[src/rtl/rtg_pkg.sv]
package rtg_pkg;

    typedef enum logic [1:0] {
        PH_ACT  = 2'd0,
        PH_FP   = 2'd1,
        PH_SYNC = 2'd2,
        PH_BP   = 2'd3
    } phase_t;

    typedef struct packed {
        logic hs_pol;
        logic vs_pol;
        logic de_pol;
        logic hs_en;
        logic vs_en;
        logic de_en;
        logic data_rise;
        logic sync_own;
        logic sync_rise;
        logic dscan;
    } ctl_t;

    function automatic logic out_level(input logic en, input logic on, input logic pol);
        return (en && on) ? pol : ~pol;
    endfunction

endpackage

[src/rtl/rtg_axis.sv]
module rtg_axis
    import rtg_pkg::*;
#(
    parameter int W = 12
) (
    input  logic         clk,
    input  logic         rst,
    input  logic         step,
    input  logic [W-1:0] len_act,
    input  logic [W-1:0] len_fp,
    input  logic [W-1:0] len_sync,
    input  logic [W-1:0] len_bp,
    output phase_t       phase,
    output logic [W-1:0] cnt,
    output logic         wrap
);

    typedef struct packed {
        phase_t       ph;
        logic [W-1:0] cnt;
    } st_t;

    st_t          st_d, st_q;
    logic [W-1:0] last;
    logic         at_end;

    always_comb begin
        case (st_q.ph)
            PH_ACT:  last = len_act - W'(1);
            PH_FP:   last = len_fp - W'(1);
            PH_SYNC: last = len_sync - W'(1);
            default: last = len_bp - W'(1);
        endcase
        at_end = (st_q.cnt == last);
        wrap   = step && at_end && (st_q.ph == PH_BP);
        st_d   = st_q;
        if (rst) begin
            st_d.ph  = PH_ACT;
            st_d.cnt = '0;
        end else if (step) begin
            if (at_end) begin
                st_d.cnt = '0;
                st_d.ph  = phase_t'(st_q.ph + 2'd1);
            end else begin
                st_d.cnt = st_q.cnt + W'(1);
            end
        end
    end

    always_ff @(posedge clk) begin
        st_q <= st_d;
    end

    assign phase = st_q.ph;
    assign cnt   = st_q.cnt;

endmodule

[src/rtl/rtg_launch.sv]
module rtg_launch #(
    parameter int W = 1
) (
    input  logic         clk,
    input  logic         rise_sel,
    input  logic [W-1:0] d_pos,
    output logic [W-1:0] q
);

    logic [W-1:0] neg_q;

    always_ff @(negedge clk) begin
        neg_q <= d_pos;
    end

    assign q = rise_sel ? d_pos : neg_q;

endmodule

[src/rtl/rtg_top.sv]
module rtg_top
    import rtg_pkg::*;
#(
    parameter int HW = 12,
    parameter int VW = 11
) (
    input  logic          clk,
    input  logic          rst,
    input  logic [HW-1:0] cfg_h_act,
    input  logic [HW-1:0] cfg_h_fp,
    input  logic [HW-1:0] cfg_h_sync,
    input  logic [HW-1:0] cfg_h_bp,
    input  logic [VW-1:0] cfg_v_act,
    input  logic [VW-1:0] cfg_v_fp,
    input  logic [VW-1:0] cfg_v_sync,
    input  logic [VW-1:0] cfg_v_bp,
    input  logic          cfg_hs_pol,
    input  logic          cfg_vs_pol,
    input  logic          cfg_de_pol,
    input  logic          cfg_hs_en,
    input  logic          cfg_vs_en,
    input  logic          cfg_de_en,
    input  logic          cfg_data_rise,
    input  logic          cfg_sync_own,
    input  logic          cfg_sync_rise,
    input  logic          cfg_dscan,
    output logic          hsync,
    output logic          vsync,
    output logic          de,
    output logic [HW-1:0] px_x,
    output logic [VW-1:0] px_y
);

    localparam int DW = 1 + HW + VW;

    typedef struct packed {
        logic [HW-1:0] h_act;
        logic [HW-1:0] h_fp;
        logic [HW-1:0] h_sync;
        logic [HW-1:0] h_bp;
        logic [VW-1:0] v_act;
        logic [VW-1:0] v_fp;
        logic [VW-1:0] v_sync;
        logic [VW-1:0] v_bp;
        ctl_t          ctl;
    } shd_t;

    typedef struct packed {
        shd_t          sh;
        logic          rep;
        logic          hs_lvl;
        logic          vs_lvl;
        logic          de_lvl;
        logic [HW-1:0] x;
        logic [VW-1:0] y;
    } st_t;

    st_t           st_d, st_q;
    shd_t          cfg_in;
    phase_t        h_phase, v_phase;
    logic [HW-1:0] h_cnt;
    logic [VW-1:0] v_cnt;
    logic          h_wrap, v_wrap, v_step;
    logic          de_on, sync_rise;
    logic [DW-1:0] data_pos, data_out;
    logic [1:0]    sync_pos, sync_out;

    always_comb begin
        cfg_in.h_act         = cfg_h_act;
        cfg_in.h_fp          = cfg_h_fp;
        cfg_in.h_sync        = cfg_h_sync;
        cfg_in.h_bp          = cfg_h_bp;
        cfg_in.v_act         = cfg_v_act;
        cfg_in.v_fp          = cfg_v_fp;
        cfg_in.v_sync        = cfg_v_sync;
        cfg_in.v_bp          = cfg_v_bp;
        cfg_in.ctl.hs_pol    = cfg_hs_pol;
        cfg_in.ctl.vs_pol    = cfg_vs_pol;
        cfg_in.ctl.de_pol    = cfg_de_pol;
        cfg_in.ctl.hs_en     = cfg_hs_en;
        cfg_in.ctl.vs_en     = cfg_vs_en;
        cfg_in.ctl.de_en     = cfg_de_en;
        cfg_in.ctl.data_rise = cfg_data_rise;
        cfg_in.ctl.sync_own  = cfg_sync_own;
        cfg_in.ctl.sync_rise = cfg_sync_rise;
        cfg_in.ctl.dscan     = cfg_dscan;
    end

    // A vertical step is held back on the first pass of a doubled line.
    assign v_step = h_wrap &&
                    !(st_q.sh.ctl.dscan && (v_phase == PH_ACT) && !st_q.rep);

    rtg_axis #(.W(HW)) u_h (
        .clk      (clk),
        .rst      (rst),
        .step     (1'b1),
        .len_act  (st_q.sh.h_act),
        .len_fp   (st_q.sh.h_fp),
        .len_sync (st_q.sh.h_sync),
        .len_bp   (st_q.sh.h_bp),
        .phase    (h_phase),
        .cnt      (h_cnt),
        .wrap     (h_wrap)
    );

    rtg_axis #(.W(VW)) u_v (
        .clk      (clk),
        .rst      (rst),
        .step     (v_step),
        .len_act  (st_q.sh.v_act),
        .len_fp   (st_q.sh.v_fp),
        .len_sync (st_q.sh.v_sync),
        .len_bp   (st_q.sh.v_bp),
        .phase    (v_phase),
        .cnt      (v_cnt),
        .wrap     (v_wrap)
    );

    always_comb begin
        de_on = (h_phase == PH_ACT) && (v_phase == PH_ACT);
        st_d  = st_q;
        if (rst) begin
            st_d.sh     = cfg_in;
            st_d.rep    = 1'b0;
            st_d.hs_lvl = ~cfg_in.ctl.hs_pol;
            st_d.vs_lvl = ~cfg_in.ctl.vs_pol;
            st_d.de_lvl = ~cfg_in.ctl.de_pol;
            st_d.x      = '0;
            st_d.y      = '0;
        end else begin
            st_d.hs_lvl = out_level(st_q.sh.ctl.hs_en, h_phase == PH_SYNC, st_q.sh.ctl.hs_pol);
            st_d.vs_lvl = out_level(st_q.sh.ctl.vs_en, v_phase == PH_SYNC, st_q.sh.ctl.vs_pol);
            st_d.de_lvl = out_level(st_q.sh.ctl.de_en, de_on, st_q.sh.ctl.de_pol);
            st_d.x      = de_on ? h_cnt : '0;
            st_d.y      = de_on ? v_cnt : '0;
            if (h_wrap && st_q.sh.ctl.dscan && (v_phase == PH_ACT)) begin
                st_d.rep = ~st_q.rep;
            end
            if (v_wrap) begin
                st_d.sh  = cfg_in;
                st_d.rep = 1'b0;
            end
        end
    end

    always_ff @(posedge clk) begin
        st_q <= st_d;
    end

    assign sync_rise = st_q.sh.ctl.sync_own ? st_q.sh.ctl.sync_rise
                                            : st_q.sh.ctl.data_rise;
    assign data_pos  = {st_q.de_lvl, st_q.x, st_q.y};
    assign sync_pos  = {st_q.hs_lvl, st_q.vs_lvl};

    rtg_launch #(.W(DW)) u_data_launch (
        .clk      (clk),
        .rise_sel (st_q.sh.ctl.data_rise),
        .d_pos    (data_pos),
        .q        (data_out)
    );

    rtg_launch #(.W(2)) u_sync_launch (
        .clk      (clk),
        .rise_sel (sync_rise),
        .d_pos    (sync_pos),
        .q        (sync_out)
    );

    assign de    = data_out[DW-1];
    assign px_x  = data_out[VW +: HW];
    assign px_y  = data_out[VW-1:0];
    assign hsync = sync_out[1];
    assign vsync = sync_out[0];

endmodule

[config.mk]
export PLATFORM = sky130hd
export DESIGN_NAME = rtg_top
export DESIGN_NICKNAME = d
export VERILOG_FILES = /design/src/rtl/rtg_pkg.sv /design/src/rtl/rtg_axis.sv /design/src/rtl/rtg_launch.sv /design/src/rtl/rtg_top.sv
export SDC_FILE = /design/constraint.sdc
export NUM_CORES = 1
export LEC_CHECK = 0
export ABC_CLOCK_PERIOD_IN_PS = 5500
export BUFFER_PORTS_ARGS = -buffer_cell sky130_fd_sc_hd__clkbuf_2
export CORE_MARGIN = 2
export CORE_UTILIZATION = 57
export DETAILED_ROUTE_END_ITERATION = 6
export PLACE_DENSITY = 0.8
export SYNTH_ARGS = -nofsm -noshare
export SYNTH_HDL_FRONTEND = slang
export SYNTH_SLANG_ARGS = --single-unit
[constraint.sdc]
create_clock -name clk -period 5.5 [get_ports clk]
set_clock_uncertainty 0.05 [all_clocks]
set_input_delay 0.825 -clock clk [delete_from_list [all_inputs] [get_ports clk]]
set_output_delay 0.825 -clock clk [all_outputs]
set_load 0.02 [all_outputs]
==> results of run 1 <==
[layer usage]
metal	part of all wire, %	vias to the layer above	wire length, um
li1	-	2877	-
met4	2.2	0	378
met5	0	-	0
met3	6.6	22	1140
met2	47	210	8090
met1	44	2747	7520
[flip-flops by register name, summed over array words and instances (netlist names)]
name / cells
data_pos: 24
st_q: 105
u_data_launch.neg_q: 24
u_h.cnt: 12
u_h.phase: 2
u_sync_launch.neg_q: 2
u_v.cnt: 11
u_v.phase: 2
[kinds of logic after synthesis]
logic type                 count (synthesis)  synth area share [%]
AOI/OAI and AO/OA                        112                  9.49
xor gates and xnor gates                  37                  3.99
adders and majority gates                 14                  2.07
buffers and inverters                     59                  3.59
DFF                                      182                  55.1
muxes                                     36                  4.69
and+or+nand+nor                          282                  21.0
[Yosys cell counts (16+ instances only)]
master                     number
sky130_fd_sc_hd__a21oi_1       35
sky130_fd_sc_hd__a222oi_1      16
sky130_fd_sc_hd__and2_1        62
sky130_fd_sc_hd__and2_4        60
sky130_fd_sc_hd__clkbuf_1      20
sky130_fd_sc_hd__dfxtp_1       80
sky130_fd_sc_hd__edfxtp_1     102
sky130_fd_sc_hd__inv_1         19
sky130_fd_sc_hd__mux2_2        29
sky130_fd_sc_hd__nand2_1       27
sky130_fd_sc_hd__nand3_1       26
sky130_fd_sc_hd__nor2_1        38
sky130_fd_sc_hd__xnor2_1       20
sky130_fd_sc_hd__xor2_1        16
[metrics by stage]
step / cell area (um^2) / hold WS [ns] / power [mW] / setup WS [ns]
finish: 9860 / 0.471 / 3.04 / 0.584
global route: 9860 / 0.497 / 3.16 / 0.0707
CTS: 9850 / 0.469 / 3.05 / 0.622
detailed placement: 9180 / 0.455 / 1.85 / 0.641
global placement: 9180 / 0.439 / 1.84 / 0.773
floorplan: 8460 / 0.390 / 1.77 / 0.639
[layout make-up]
cell class,count,area share (%)
antenna,2,0.0508
clock buffer,19,4.71
clock inverter,39,2.12
inverter,19,0.723
multi-input combinational,481,35.4
sequential,182,47.3
tap,184,2.34
timing repair buffer,134,7.31
[final timing paths]
| kind | startpoint | endpoint | cells past startpoint |
|---|---|---|---|
| min | u_h.cnt[0] | u_h.cnt[0] | 1 |
| min reg2reg | u_h.cnt[0] | u_h.cnt[0] | 1 |
| max | u_h.phase[0] | st_q[30] | 11 |
| max reg2reg | u_h.phase[0] | st_q[30] | 11 |
[power breakdown]
group | internal (mW) | switching (mW) | total (mW)
combinational | 0.125 | 0.128 | 0.253
clock | 0.672 | 0.565 | 1.24
sequential | 1.51 | 0.0317 | 1.55
==> results list, run 1 <==
- Counting flops with a built-in enable in the synthesized netlist gives 102.
- Fraction of layout cells with a size suffix above 1: 30.9%
* Number of library cell types mapped by synthesis: 63
- The first TritonRoute pass finished after 7 iterations.
* Number of remaining DRC errors: 0
* Min cycle time layout: 4.92 ns
- In this run the worst path has a maximum fanout of 60.
- When the netlist entered floorplanning its net count stood at 840.
- Maximum cell stage delay along the critical path: 0.76 ns
- Count of pins over their slew limit: 0
* Hold Violations, Final: 0
* Power density over the cells: 308 nW/um^2
* FF+latch count, synth: 182
- STA classifies the critical path startpoint as a flip-flop.
- A synthesized cell averages 11.7 um^2.
- The tool flagged a number of max-cap violations equal to 0.
* Final critical-path share of the clock period: 89.4%
- Routability-driven placement finished with a final weighted congestion of 0.989.
- Root cell of the clock tree: sky130_fd_sc_hd__clkbuf_16
- Cells after synthesis: 722
* I/O pin total: 130
- For this run, the post-layout net count is 979.
* Cells along the critical path: inv_1 > ha_1 > a222oi_1 > mux2i_1 > nor4_4 > o2111ai_1 > nor4bb_1 > nor4_1 > and4_1 > a31o_4 > buf_12
- After detailed routing, the average wire length per cell comes to 16.2 um.
* Yosys warning total: 0
- Share of the synthesized area in the top cell type: 36.2%
- DRC violation total after the first TritonRoute iteration: 537
- Setup violations remaining at the end of the flow were counted as 0.
* Y dimension of the die: 126 um
* Global-route wire length before repair: 27.6 mm
- Cells fill 67.8% of the core in the end.
- Ranked by total cell area, the synthesized netlist is headed by sky130_fd_sc_hd__edfxtp_1, sky130_fd_sc_hd__dfxtp_1, sky130_fd_sc_hd__and2_4, sky130_fd_sc_hd__and2_1, sky130_fd_sc_hd__mux2_2.
* Largest delay share family, worst path: compound AO/OA/AOI/OAI gates
* Number of placed instances with taps included: 1001
* Gr ovfl total: 0
* Post-CTS sizing: 0
- Worst setup path class: reg -> reg
- Clock transition at path regs: 0.07 ns
* Total clock sinks: 182
- For this run, the register share of the synthesized area comes to 55.1%.
- The final layout contains routed wiring with a total length of 17.1 mm.
- Std cell rows: 44
- Leading cell type in the layout, fill and taps excluded: sky130_fd_sc_hd__clkbuf_2
- Buffers inserted during clock tree synthesis total 17.
* Worst-skew pair later-pin latency: 0.43 ns
* CTS H-tree lvls: 4
- Sequential cell area: 4660 um^2
- Max rail drop VDD: 187 uV
- FF-to-FF setup slack: 0.58 ns
* Buffers inserted during post-CTS setup optimization: 0
- Worst Path Arrival: 4.98 ns
- The number of antenna violations at the first check in global routing is 2.
* Achievable clock frequency: 203 MHz
* Required time reported for the critical path endpoint: 5.56 ns
* Met2 track demand over resource in global routing: 35.3%
- In this run the remaining antenna-violating nets after routing total 0.
* Combined area of the multi-input logic cells: 3490 um^2
* Bufs on Longest Clock Path: 2
- Sum of buffers and inverters on the critical path: 2
- Netlist Area Pre-Place: 8460 um^2
- Post-DP HPWL: 12.3 mm
* Most instantiated flip-flop cell in the synthesis netlist: sky130_fd_sc_hd__edfxtp_1
- Measured slew at the worst slew-check pin: 1.03 ns
- For met3 alone, demand over resource in global routing was 4.63%.
- Of all flip-flops after synthesis, the portion carrying an async set or reset was 0%.
* Area enclosed by the die boundary: 15800 um^2
- GR peak layer: met2
- Number of global-route vias before repair: 5606
- The slowest stage of the critical path is the sky130_fd_sc_hd__a222oi_1 cell.
* Detailed-route via count: 5856
* Horizontal die dimension: 126 um
- In the layout the commonest cells are sky130_fd_sc_hd__clkbuf_2, sky130_fd_sc_hd__edfxtp_1, sky130_fd_sc_hd__dfxtp_1.
* Overall track demand over capacity in global routing: 22.1%
- Setup repair after global routing left no endpoint under its margin.
* Accumulated negative setup slack: 0 ns
- The synthesized design spends more area on one cell type than any other, namely sky130_fd_sc_hd__edfxtp_1.
* Hold buffer count at cts: 0
- For met1 alone, demand over resource in global routing was 29.6%.
* Worst slew margin: 31.2%
* Final standard cell count with taps included and fillers excluded: 1060
- Type of the most critical hold path: reg -> reg
- Result of the run: finished clean
* TritonCTS clock tree: built
* LEAKAGE: 4.05 nW
- Area of the core: 14500 um^2
- Setup crit end kind: flip-flop
- Maximum number of pins on one net before global-route repair: 61
- After filler insertion, the fill cell instance count of the layout stands at 1102.
- In the routed layout, each cell is associated on average with a via count of 5.52.
- Number of buffers added on ports: 129
* Initial Utilization: 58.2%
- Area growth syn-to-layout: 16.5%
Power figures use the tool's default switching activity.
==> run 2, diff against run 1 <==
--- a/config.mk
+++ b/config.mk
@@ -7,6 +7,7 @@
 export LEC_CHECK = 0
 export ABC_CLOCK_PERIOD_IN_PS = 5500
 export BUFFER_PORTS_ARGS = -buffer_cell sky130_fd_sc_hd__clkbuf_2
+export CORE_ASPECT_RATIO = 0.75
 export CORE_MARGIN = 2
 export CORE_UTILIZATION = 57
 export DETAILED_ROUTE_END_ITERATION = 6
==> run 2 against run 1 <==
Against the previous run:
- flip-flop and latch count is the same
- register-to-register slack gained 0.08 ns
- critical endpoint is now st_q[59]
- routed wire length grew 2.2%
- via count grew 0.14%
- highest routed layer unchanged
- sequential power is essentially flat
- clock-buffer cell count grew 2
- worst hold slack lost 0.0047 ns
==> results list, run 2 (synthesis gave the netlist of run 1 again) <==
- In this run the static leakage power is 4.08 nW.
* Most used cells in the layout excluding fill and tap cells: sky130_fd_sc_hd__clkbuf_2, sky130_fd_sc_hd__edfxtp_1, sky130_fd_sc_hd__dfxtp_1
* Leading cell type in the layout, fill and taps excluded: sky130_fd_sc_hd__clkbuf_2
- The worst setup path is of the reg -> reg kind.
* Bufs on Longest Clock Path: 2
- Gates resized during post-CTS repair numbered 0.
- Number of remaining DRC errors: 0
- Worst-skew pair later-pin latency: 0.43 ns
* Initial Utilization: 58.4%
- Overall track demand over capacity in global routing: 22.5%
- For the worst setup path, the data required time is 5.75 ns.
- Hold buffer count at cts: 0
- Portion of total power attributed to combinational logic: 8.0%
- Dividing the detail-routed wire length by the instance count gives 16.3 um.
- Once placement finished, the instance area stood at 9190 um^2.
- Post-layout net count: 980
- Pre-antenna DRT Iters: 7
- Root cell of the clock tree: sky130_fd_sc_hd__clkbuf_16
* Hold Violations, Final: 0
* CP startpoint kind: flip-flop
* Sequential cell area: 4660 um^2
- In this run the count of I/O pins placed on the die edge is 130.
- Antenna Nets Post-Route: 0
- Initial antenna violation count: 0
- In this run the power spent charging and discharging nets is 737 uW.
- Worst Path Arrival: 5.08 ns
- In the final layout, the multi-input gates occupy 3490 um^2.
- Post-Route WL: 17.5 mm
- The clock net in this run drives a total of 182 sinks.
* Fillers: 1042
* Power density over the cells: 319 nW/um^2
- Antenna diode instance count: 0
- Count of pins over their slew limit: 0
- Entering global routing, the biggest net connects 132 pins.
- Internal power: 2.43 mW
- Post-CTS timing repair inserted 0 buffers for setup.
- The H-tree was split into 4 levels.
* Area enclosed by the die boundary: 15800 um^2
* Worst slew margin: 28.6%
* Final Cell Area: 9920 um^2
* Number of global-route vias before repair: 5446
- Switching share of total power: 23.3%
* Max rail drop VDD: 278 uV
- Max-Cap Viols: 0
* Fraction of layout cells with a size suffix above 1: 31.0%
- Accumulated negative setup slack: 0 ns
- Final critical-path share of the clock period: 87.9%
- Buffers inserted during clock tree synthesis total 17.
- Area of the core: 14500 um^2
* Number of buffers added on ports: 129
* Total Power Consumption: 3.16 mW
- Detailed routing inserted a total of 5864 vias.
- For the pin with the worst max-slew slack, the measured transition is 1.07 ns.
* Fraction of power consumed by the clock network: 43.1%
- The total overflow left after global routing is 0.
* Largest fanout on the critical path: 74
* Finished Core Util: 68.4%
- Gpl congestion: 0.915
- Ranked by flip-flop count, first place goes to st_q.
- Horizontal die dimension: 145 um
* Post-DP HPWL: 12.6 mm
- Largest register FFs: 105
* Min cycle time layout: 4.83 ns
* Result of the run: finished clean
- Type of the most critical hold path: reg -> reg
- Achievable clock frequency: 207 MHz
- Final setup violation count: 0
- Across all hold checks on the routed design, the worst slack comes to 0.466 ns.
- TritonCTS built the clock tree.
- Global-route wire length before repair: 26.9 mm
- After detailed routing, the number of vias per cell comes to 5.45.
- Clock-pin slew was measured on the worst setup and hold paths at 0.07 ns.
- The initialized floorplan defines 38 standard-cell rows.
- The first routing iteration left 514 violations.
- The worst setup path is captured at a flip-flop.
* Y dimension of the die: 110 um
- Of the total power, registers draw 48.9%.
- Area growth syn-to-layout: 17.3%
- Setup repair after global routing left no endpoint under its margin.
==> run 2: per-layer routing <==
metal  vias to the layer above  share of wire (%)  track usage [%]
met5                         -                  0                0
met4                         0                2.4             8.95
met3                        34                6.7             5.23
met2                       241                 44             33.6
met1                      2721                 47             32.1
li1                       2868                  -                -
==> run 2: through the flow <==
| stage | worst slack, ns | cells |
|---|---|---|
| floorplan | 0.639 | 722 |
| global placement | 1.16 | 1018 |
| detailed placement | 0.812 | 1018 |
| CTS | 0.685 | 1075 |
| global route | 0.172 | 1075 |
| finish | 0.667 | 1075 |
==> run 2: cell type report <==
type | count | area share (%)
repair buffers | 135 | 7.09
clock buffers | 21 | 5.09
inverters | 19 | 0.719
well taps | 200 | 2.52
clock inverters | 37 | 2.37
multi-input cells | 481 | 35.2
flip-flops and latches | 182 | 47.0
==> run 2: power by group through the flow <==
stage / sequential [mW] / combinational, mW / clock, mW
2_1_floorplan: 1.56 / 0.181 / 0.0300
4_1_cts: 1.55 / 0.249 / 1.39
3_3_place_gp: 1.57 / 0.238 / 0.0300
3_5_place_dp: 1.58 / 0.248 / 0.0300
6_report: 1.55 / 0.252 / 1.36
5_1_grt: 1.55 / 0.275 / 1.46
==> run 2: final timing paths <==
check / from / endpoint / slack, ns / cells after the start
setup / recovery: u_h.phase[0] / st_q[59] / 0.67 / 15
hold / removal: u_v.cnt[5] / u_v.cnt[5] / 0.47 / 2
setup reg to reg: u_h.phase[0] / st_q[59] / 0.67 / 15
hold reg to reg: u_v.cnt[5] / u_v.cnt[5] / 0.47 / 2
==> run 2: critical path, cell delays in order, from the launching register on <==
cell,delay [ns]
sky130_fd_sc_hd__dfxtp_1,0.42
sky130_fd_sc_hd__inv_1,0.10
sky130_fd_sc_hd__ha_1,0.31
sky130_fd_sc_hd__a222oi_1,0.50
sky130_fd_sc_hd__nand2_1,0.10
sky130_fd_sc_hd__o21ai_0,0.09
sky130_fd_sc_hd__ha_1,0.37
sky130_fd_sc_hd__inv_1,0.17
sky130_fd_sc_hd__xnor2_1,0.17
sky130_fd_sc_hd__o211ai_1,0.24
sky130_fd_sc_hd__a21boi_0,0.21
sky130_fd_sc_hd__nor4_1,0.38
sky130_fd_sc_hd__and4_1,0.49
sky130_fd_sc_hd__a31o_4,0.23
sky130_fd_sc_hd__buf_4,0.57
sky130_fd_sc_hd__and2_4,0.26
==> run 3, diff against run 2 <==
--- a/config.mk
+++ b/config.mk
@@ -5,7 +5,7 @@
 export SDC_FILE = /design/constraint.sdc
 export NUM_CORES = 1
 export LEC_CHECK = 0
-export ABC_CLOCK_PERIOD_IN_PS = 5500
+export ABC_CLOCK_PERIOD_IN_PS = 5300
 export BUFFER_PORTS_ARGS = -buffer_cell sky130_fd_sc_hd__clkbuf_2
 export CORE_ASPECT_RATIO = 0.75
 export CORE_MARGIN = 2
==> constraint.sdc (replaced) <==
create_clock -name clk -period 5.3 [get_ports clk]
set_clock_uncertainty 0.05 [all_clocks]
set_input_delay 0.795 -clock clk [delete_from_list [all_inputs] [get_ports clk]]
set_output_delay 0.795 -clock clk [all_outputs]
set_load 0.02 [all_outputs]
==> run 3 against run 2 <==
Against the previous run:
- fmax decreased by 1.4%
- critical endpoint is now st_q[113]
- non-clock buffer count decreased by 1
- sequential power increased by 3%
- routed wire length increased by 0.77%
- critical path depth decreased by 1
- the run now ends with DRC left
- core utilization decreased by 0.30 points
- clock power decreased by 3%
- total power increased by 0.88%
==> results list, run 3 (synthesis gave the netlist of run 1 again) <==
- Result of the run: finished, violations left
- Violated checks: DRC
- Min cycle time layout: 4.90 ns
* WL per Instance: 16.4 um
- Combined area of the multi-input logic cells: 3490 um^2
* Buffers inserted during post-CTS setup optimization: 0
- The sequential cells in the finished layout cover a total of 4660 um^2.
- After detailed routing, the number of vias per cell comes to 5.57.
- The library cell used most frequently in the layout, excluding fill and tap cells, is sky130_fd_sc_hd__clkbuf_2.
- In this run the worst path has a maximum fanout of 97.
* CTS H-tree lvls: 4
- Count of pins over their slew limit: 0
- Hold buffer count at cts: 0
- Horizontal die dimension: 145 um
* Global-route wire length before repair: 27.2 mm
* Root cell of the clock tree: sky130_fd_sc_hd__clkbuf_16
- Fraction of layout cells with a size suffix above 1: 30.8%
* Most used cells in the layout excluding fill and tap cells: sky130_fd_sc_hd__clkbuf_2, sky130_fd_sc_hd__edfxtp_1, sky130_fd_sc_hd__dfxtp_1
* Number of remaining DRC errors: 1
* Setup crit end kind: flip-flop
- The routed design has 17.6 mm of wire.
- In the global route stage, overall resource usage came out at 22.8%.
- By startpoint and endpoint, the worst setup path is classified as reg -> reg.
* Accumulated negative setup slack: 0 ns
* Final critical-path share of the clock period: 92.5%
- Max-cap violations in this run came to 0.
- Setup violations remaining at the end of the flow were counted as 0.
- The tree built by TritonCTS fans out to 182 sinks.
* Area of the core: 14500 um^2
- Initial antenna violation count: 0
- st_q holds more flip-flops than any other register.
* Measured slew at the worst slew-check pin: 1.14 ns
- VDD sags by at most 232 uV.
* Post-DP HPWL: 12.5 mm
- The count of buffers added on input and output ports is 129.
* DRC violation total after the first TritonRoute iteration: 477
- Worst Path Arrival: 4.95 ns
- Std cell rows: 38
- Power spread over the standard cell area amounts to 323 nW/um^2.
- Y dimension of the die: 110 um
* Tightest hold margin: 0.456 ns
- LEAKAGE: 4.06 nW
- Maximum number of pins on one net before global-route repair: 98
- CP startpoint kind: flip-flop
* Post-layout net count: 979
- The via count of the first global-routing pass is 5595.
- Static timing analysis puts the maximum clock frequency at 204 MHz.
- Required time reported for the critical path endpoint: 5.35 ns
- Antenna Nets Post-Route: 0
- The first TritonRoute pass finished after 7 iterations.
- Gr ovfl total: 0
- Setup repair after global routing left no endpoint under its margin.
* I/O pin total: 130
* Worst-skew pair later-pin latency: 0.44 ns
- Post-CTS sizing: 0
* Detailed-route via count: 5985
- Worst slew margin: 24.1%
* Area growth syn-to-layout: 16.8%
* Clock transition at path regs: 0.07 ns
- Bufs on Longest Clock Path: 2
- In this run, CTS created clock tree buffers numbering 17.
* Gpl congestion: 0.958
- Type of the most critical hold path: reg -> reg
- The final hold violation count came to 0.
- The die covers 15800 um^2.
* TritonCTS clock tree: built
- The design draws 3.19 mW.
- The repair_antennas step left the layout with diodes totalling 0.
- The filler cells instantiated in the layout total 1068.
- For this configuration, the core starts out at a cell density of 58.4%.
* Largest register FFs: 105
## run 3: final cells by class
type / instances / area share [%]
tap: 200 / 2.53
multi-input combinational: 481 / 35.4
inverter: 19 / 0.722
sequential: 182 / 47.2
timing repair buffer: 134 / 7.17
clock buffer: 19 / 4.81
clock inverter: 39 / 2.19
## run 3: path summary, 6_finish.rpt
path | startpoint | endpoint | slack [ns] | cells past startpoint
min reg2reg | u_h.cnt[0] | u_h.cnt[0] | 0.46 | 1
min | u_h.cnt[0] | u_h.cnt[0] | 0.46 | 1
max reg2reg | u_h.phase[0] | st_q[113] | 0.40 | 14
max | u_h.phase[0] | st_q[113] | 0.40 | 14
## run 3: per-stage QoR
stage               std cells  area, um^2  util [%]  setup slack (ns)
floorplan                 722        8460         -             0.439
global placement         1017        9190      63.4             0.548
CTS                      1074        9880      68.1             0.459
global route             1074        9880      68.1            0.0558
detailed placement       1017        9190      63.4             0.474
finish                   1074        9880      68.1             0.400
## run 3: worst max-delay path, stage by stage (launching register included)
cell                       delay (ns)
sky130_fd_sc_hd__dfxtp_1         0.44
sky130_fd_sc_hd__inv_1           0.10
sky130_fd_sc_hd__ha_1            0.43
sky130_fd_sc_hd__a222oi_1        0.65
sky130_fd_sc_hd__nand2_1         0.11
sky130_fd_sc_hd__o21ai_0         0.10
sky130_fd_sc_hd__ha_1            0.39
sky130_fd_sc_hd__inv_1           0.18
sky130_fd_sc_hd__xnor2_1         0.17
sky130_fd_sc_hd__o211ai_1        0.22
sky130_fd_sc_hd__a21boi_0        0.15
sky130_fd_sc_hd__nor4_1          0.31
sky130_fd_sc_hd__and4_1          0.46
sky130_fd_sc_hd__a31o_4          0.38
sky130_fd_sc_hd__buf_12          0.38
## run 3: routing by layer
| layer | vias up | global-route usage [%] | wire length (um) |
|---|---|---|---|
| met2 | 245 | 34.8 | 7740 |
| li1 | 2876 | - | - |
| met1 | 2823 | 31.2 | 8020 |
| met4 | 0 | 8.88 | 443 |
| met5 | - | 0 | 0 |
| met3 | 41 | 6.18 | 1430 |
## run 3: power by group
| group | total (mW) | switching (mW) | internal (mW) | leakage [nW] |
|---|---|---|---|---|
| sequential | 1.60 | 0.0337 | 1.57 | 1.63 |
| combinational | 0.263 | 0.135 | 0.128 | 1.99 |
| clock | 1.32 | 0.609 | 0.716 | 0.433 |
